### src/rtl/mco_pkg.sv
package mco_pkg;

    typedef enum logic [1:0] {
        MODE_OFF  = 2'b00,
        MODE_FULL = 2'b01,
        MODE_HALF = 2'b10,
        MODE_THRU = 2'b11
    } mco_mode_e;

endpackage

### src/rtl/mco_src_sel.sv
// Input selection register and sampling of the chosen clock line.
module mco_src_sel #(
    parameter int NUM_SRC = 3,
    parameter int SEL_W   = 2
) (
    input  logic               clk,
    input  logic               rst_n,
    input  logic [NUM_SRC-1:0] mclk_in,
    input  logic [SEL_W-1:0]   cfg_in_sel,
    output logic [SEL_W-1:0]   sel_q,
    output logic               src_q,
    output logic               src_p_q
);

    typedef struct packed {
        logic [SEL_W-1:0] sel;
        logic             src;
        logic             src_p;
    } src_state_t;

    src_state_t st_d, st_q;
    logic [NUM_SRC-1:0] hit;

    // One match line per input
    for (genvar g = 0; g < NUM_SRC; g++) begin : g_hit
        assign hit[g] = (st_q.sel == SEL_W'(g)) & mclk_in[g];
    end

    always_comb begin
        st_d = st_q;
        if (int'(cfg_in_sel) < NUM_SRC) begin
            st_d.sel = cfg_in_sel;
        end
        st_d.src   = |hit;
        st_d.src_p = st_q.src;
    end

    always_ff @(posedge clk or negedge rst_n) begin
        if (!rst_n) begin
            st_q <= '0;
        end else begin
            st_q <= st_d;
        end
    end

    assign sel_q   = st_q.sel;
    assign src_q   = st_q.src;
    assign src_p_q = st_q.src_p;

endmodule

### src/rtl/mco_clk_gen.sv
// Internal clock (direct or edge-doubled) and the divide-by-two stage.
module mco_clk_gen (
    input  logic clk,
    input  logic rst_n,
    input  logic cfg_in_rate,
    input  logic src_q,
    input  logic src_p_q,
    output logic rate_q,
    output logic dsp_q,
    output logic div_q,
    output logic div_rise_d
);

    typedef struct packed {
        logic rate;
        logic dsp;
        logic div;
    } gen_state_t;

    gen_state_t st_d, st_q;
    logic dsp_up;

    always_comb begin
        st_d      = st_q;
        st_d.rate = cfg_in_rate;
        // half-rate input: one high cycle per input edge doubles the rate
        st_d.dsp  = st_q.rate ? (src_q ^ src_p_q) : src_q;
        dsp_up    = st_d.dsp & ~st_q.dsp;
        if (dsp_up) begin
            // half-rate input: lock divider to the inverse of the input
            st_d.div = st_q.rate ? ~src_q : ~st_q.div;
        end
        div_rise_d = st_d.div & ~st_q.div;
    end

    always_ff @(posedge clk or negedge rst_n) begin
        if (!rst_n) begin
            st_q <= '0;
        end else begin
            st_q <= st_d;
        end
    end

    assign rate_q = st_q.rate;
    assign dsp_q  = st_q.dsp;
    assign div_q  = st_q.div;

endmodule

### src/rtl/mco_out_stage.sv
// Output mode register (updated on divided-clock rise) and output mux.
module mco_out_stage
    import mco_pkg::*;
(
    input  logic       clk,
    input  logic       rst_n,
    input  logic [1:0] cfg_out_mode,
    input  logic       div_rise_d,
    input  logic       src_q,
    input  logic       dsp_q,
    input  logic       div_q,
    output logic [1:0] mode_q,
    output logic       mclk_out
);

    typedef struct packed {
        mco_mode_e mode;
        logic      out;
    } out_state_t;

    out_state_t st_d, st_q;

    always_comb begin
        st_d = st_q;
        if (div_rise_d) begin
            st_d.mode = mco_mode_e'(cfg_out_mode);
        end
        unique case (st_q.mode)
            MODE_OFF:  st_d.out = 1'b0;
            MODE_FULL: st_d.out = dsp_q;
            MODE_HALF: st_d.out = div_q;
            MODE_THRU: st_d.out = src_q;
            default:   st_d.out = 1'b0;
        endcase
    end

    always_ff @(posedge clk or negedge rst_n) begin
        if (!rst_n) begin
            st_q <= '{mode: MODE_OFF, out: 1'b0};
        end else begin
            st_q <= st_d;
        end
    end

    assign mode_q   = st_q.mode;
    assign mclk_out = st_q.out;

endmodule

### src/rtl/mclk_out_sel.sv
module mclk_out_sel #(
    parameter int NUM_SRC = 3,
    localparam int SEL_W  = (NUM_SRC > 1) ? $clog2(NUM_SRC) : 1
) (
    input  logic               clk,
    input  logic               rst_n,
    input  logic [NUM_SRC-1:0] mclk_in,
    input  logic [SEL_W-1:0]   cfg_in_sel,
    input  logic               cfg_in_rate,
    input  logic [1:0]         cfg_out_mode,
    output logic               mclk_out
);

    logic [SEL_W-1:0] sel_q;
    logic             src_q;
    logic             src_p_q;
    logic             rate_q;
    logic             dsp_q;
    logic             div_q;
    logic             div_rise_d;
    logic [1:0]       mode_q;

    mco_src_sel #(
        .NUM_SRC (NUM_SRC),
        .SEL_W   (SEL_W)
    ) u_src (
        .clk        (clk),
        .rst_n      (rst_n),
        .mclk_in    (mclk_in),
        .cfg_in_sel (cfg_in_sel),
        .sel_q      (sel_q),
        .src_q      (src_q),
        .src_p_q    (src_p_q)
    );

    mco_clk_gen u_gen (
        .clk         (clk),
        .rst_n       (rst_n),
        .cfg_in_rate (cfg_in_rate),
        .src_q       (src_q),
        .src_p_q     (src_p_q),
        .rate_q      (rate_q),
        .dsp_q       (dsp_q),
        .div_q       (div_q),
        .div_rise_d  (div_rise_d)
    );

    mco_out_stage u_out (
        .clk          (clk),
        .rst_n        (rst_n),
        .cfg_out_mode (cfg_out_mode),
        .div_rise_d   (div_rise_d),
        .src_q        (src_q),
        .dsp_q        (dsp_q),
        .div_q        (div_q),
        .mode_q       (mode_q),
        .mclk_out     (mclk_out)
    );

endmodule

### config.mk
export PLATFORM = sky130hd
export DESIGN_NAME = mclk_out_sel
export DESIGN_NICKNAME = d
export VERILOG_FILES = /design/src/rtl/mco_pkg.sv /design/src/rtl/mco_src_sel.sv /design/src/rtl/mco_clk_gen.sv /design/src/rtl/mco_out_stage.sv /design/src/rtl/mclk_out_sel.sv
export SDC_FILE = /design/constraint.sdc
export NUM_CORES = 1
export LEC_CHECK = 0
export CAP_MARGIN = 25
export CORE_AREA = 2 2 39 41
export DETAILED_ROUTE_END_ITERATION = 10
export DIE_AREA = 0 0 41 43
export PLACE_DENSITY = 0.65
export SETUP_SLACK_MARGIN = 0.05
export SLEW_MARGIN = 0
export SYNTH_ARGS = -nofsm -noshare
export SYNTH_HDL_FRONTEND = slang
export SYNTH_HIERARCHICAL = 1
export SYNTH_SLANG_ARGS = --single-unit
export TNS_END_PERCENT = 20
### constraint.sdc
create_clock -name clk -period 3.2 [get_ports clk]
set_clock_uncertainty 0.15 [all_clocks]
set_input_delay 0.64 -clock clk [delete_from_list [all_inputs] [get_ports clk]]
set_output_delay 0.64 -clock clk [all_outputs]
set_load 0.03 [all_outputs]
==> impl_summary.log <==
[metrics] leakage power total: 0.2430 nW
[metrics] Mapped Area: 407.9 µm²
[metrics] via count: 270
[metrics] final std cell area, no fill: 564.3 µm²
[metrics] placed cell areas: 528.0 µm²
[metrics] Post-Syn Area per Cell: 13.60 µm²
[metrics] crit path time final: 2.023 ns
[metrics] Slew Limit Fails: 0
[metrics] slowest cell on the critical path: sky130_fd_sc_hd__clkdlybuf4s50_1
[metrics] launch point of the worst reg-to-reg path: u_src/src_q$_DFF_PN0_
[metrics] first-pass detailed-route iteration total: 3
[metrics] number of sinks on the clock net: 10
[metrics] antenna violation net count after detailed routing: 0
[metrics] Total Routing Usage GR: 10.21%
[metrics] type of the setup path with the least slack: flop to output pin
[metrics] # H-tree levels: 1
[metrics] vertical die dimension: 43 µm
[metrics] DRC violations left: 0
[metrics] maximum clock frequency: 494.4 MHz
[metrics] Total Wirelength: 605 µm
[metrics] antenna violations before repair: 0
[metrics] buffer depth of the longest clock path: 2
[metrics] Power Dens Cells: 667.2 nW/µm²
[metrics] boundary pin count: 11
[metrics] post-cts resize count: 0
[metrics] share of the synthesized area in the top cell type: 61.35%
[metrics] initial standard-cell utilization of the core: 29.48%
[metrics] Netlist cell types: 15
[metrics] overflow left after global routing: 0
[metrics] ratio of routed vias to standard cells: 4.500
[metrics] largest net degree at the start of global routing: 11
[metrics] Worst Path Required: 2.41 ns
[metrics] slack of the worst reg-to-reg path: 1.57 ns
[metrics] worst path bufs/invs: 1
[metrics] number of setup buffers added after CTS: 0
[metrics] slew at the pin closest to its max-slew limit: 0.4607 ns
[metrics] TritonCTS clock tree: done
[metrics] instance count on the critical path: 1
[metrics] wire length of the first global-routing pass: 1.138 mm
[metrics] result of the run: completed
[metrics] final setup fails: 0
[metrics] share of final-layout standard cells stronger than drive strength 1: 15.91%
[metrics] area of the die: 1763 µm²
[metrics] cells on worst reg2reg path: 3
[metrics] cell type with the largest total area after synthesis: sky130_fd_sc_hd__dfrtp_1
[metrics] Detailed Route Iter0 Violations: 1
[metrics] top area cells in the synthesized netlist: sky130_fd_sc_hd__dfrtp_1, sky130_fd_sc_hd__mux2i_1, sky130_fd_sc_hd__mux2_1, sky130_fd_sc_hd__a21boi_0, sky130_fd_sc_hd__nand3b_1
[metrics] PortBufs: 10
[metrics] total power after layout: 376.5 µW
[metrics] Chip Width: 41 µm
[metrics] quantity of hold-fixing buffers added after cts: 0
[metrics] instance count along the most critical hold path: 1
[metrics] fin worst setup slack: 1.177 ns
[metrics] worst slew margin relative to its limit: 69.19%
[metrics] Critical Path AT: 1.23 ns
[metrics] Reg clk slew, reported paths: 0.06 ns
[metrics] final hold violation count: 0
[metrics] Worst Hold Endpoint: u_out/mclk_out$_DFF_PN0_
[metrics] worst setup timing slack at the placement stage: 1.458 ns
[metrics] Hold Path Class: flop to flop
[metrics] launching element type of the critical path: flop
[metrics] Warnings, synthesis: 6
[metrics] CP endpoint kind: output pin
[metrics] synthesized net count: 40
[metrics] CTS buffer count: 3
[metrics] Period Utilization, post-route: 63.20%
[metrics] ordered cell list for the critical path: clkdlybuf4s50_1
[metrics] total negative slack: 0 ns
[metrics] Util after Layout: 40.78%
[metrics] critical-path maximum fanout: 1
[metrics] Synth Instances: 30
[metrics] total of max-cap violations: 0
[metrics] row cnt: 14
[metrics] post-synthesis to final-layout area growth: 38.34%
[metrics] clock latency at the later pin of the worst-skew pair: 0.26 ns
[metrics] Critical Path Max Stage Delay: 0.66 ns
[metrics] hold path start: u_out/mode_q[1]$_DFFE_PN0P_
[metrics] core footprint: 1384 µm²
[metrics] crit-path leading delay family: buffers and inverters
[metrics] weighted congestion reported at the end of routability-driven placement: 0.6633
[metrics] first element of the critical path: u_out/mclk_out$_DFF_PN0_
[metrics] Peak VDD IR: 0.2686 mV
[metrics] vias in the first global route: 290
[metrics] average detailed-routed wire length per instance: 10.08 µm
[metrics] synthesis-stage register bit count: 10
[metrics] Seq/Total Area, Yosys: 61.35%
[metrics] fill cell instance count of the final layout: 136
[metrics] net total in the final layout: 55
[metrics] setup repair after global routing missed its margin: false
[metrics] antenna diode count: 0
[metrics] worst flop-to-flop path endpoint: u_out/mode_q[1]$_DFFE_PN0P_
[metrics] CTS root buf: sky130_fd_sc_hd__clkbuf_4
## layout by cell type (no fill, tap or decap)
master and n:
sky130_fd_sc_hd__a211o_1 1, sky130_fd_sc_hd__a21boi_0 2, sky130_fd_sc_hd__clkbuf_4 3, sky130_fd_sc_hd__clkbuf_8 1, sky130_fd_sc_hd__clkdlybuf4s50_1 10, sky130_fd_sc_hd__dfrtp_1 10, sky130_fd_sc_hd__inv_1 2, sky130_fd_sc_hd__mux2_1 2
sky130_fd_sc_hd__mux2_2 1, sky130_fd_sc_hd__mux2i_1 3, sky130_fd_sc_hd__nand2_1 1, sky130_fd_sc_hd__nand2_2 1, sky130_fd_sc_hd__nand3b_1 2, sky130_fd_sc_hd__nor3_1 1, sky130_fd_sc_hd__nor3_2 1, sky130_fd_sc_hd__nor4b_1 1
sky130_fd_sc_hd__o21ai_1 1, sky130_fd_sc_hd__xnor2_1 1
## Yosys cell counts, drive strengths merged
cell type / count
nor4b: 1
o21ai: 1
nand2: 2
dfrtp: 10
mux2: 3
xnor2: 1
inv: 2
nor3: 2
a211o: 1
mux2i: 3
nand3b: 2
a21boi: 2
## where the power goes
group          switching [mW]  internal, mW  leakage [nW]  total [mW]
Clock                  0.0406        0.0690        0.0210       0.110
Sequential             0.0266         0.158         0.121       0.185
Combinational          0.0320        0.0499         0.101      0.0819
Total                  0.0992         0.277         0.243       0.377
## layer usage
metal / global-route usage, % / vias to the layer above / routed length, µm / share of wire [%]
met5: 0 / - / 0 / 0
met1: 12.24 / 124 / 259 / 43
met3: 4.712 / 0 / 57 / 9.4
met2: 13.44 / 11 / 288 / 48
met4: 8.000 / 0 / 0 / 0
li1: - / 135 / - / -
## state kept, by name (all words and copies together), names as in the netlist
register        count
u_gen/div_q         1
u_gen/dsp_q         1
u_gen/rate_q        1
u_out/mclk_out      1
u_out/mode_q        2
u_src/sel_q         2
u_src/src_p_q       1
u_src/src_q         1
## logic make-up (layout without fill, tap and decap cells)
logic type | count (synthesis) | in the layout | share of synthesized area [%]
simple gates | 7 | 7 | 11.96
xor+xnor | 1 | 1 | 2.148
flops | 10 | 10 | 61.35
compound gates | 4 | 4 | 7.053
mux | 6 | 6 | 15.64
buf+inv | 2 | 16 | 1.841
## how the worst max path moves through the flow
stage                                        endpoint  slack, ns
after global placement                       mclk_out       1.46
final                                        mclk_out       1.18
after detailed placement                     mclk_out       1.46
after CTS                                    mclk_out       1.16
after floorplan           u_out/mode_q[0]$_DFFE_PN0P_       1.69
after global routing                         mclk_out       1.12
## layout make-up
type                    count  area, µm²  share of cell area, %
flip-flops and latches     10      250.2                  44.35
multi-input cells          18      150.1                  26.61
repair buffers             10      100.1                  17.74
clock buffers               4      36.28                  6.430
well taps                  16      20.02                  3.548
inverters                   2      7.507                  1.330
## stage by stage
stage / hold WS [ns] / instances
final: 0.3110 / 60
after global routing: 0.3519 / 60
after CTS: 0.3163 / 60
after detailed placement: 0.3073 / 56
after global placement: 0.3121 / 56
after floorplan: 0.1944 / 30
No activity file was read; power rests on OpenSTA's default activity.
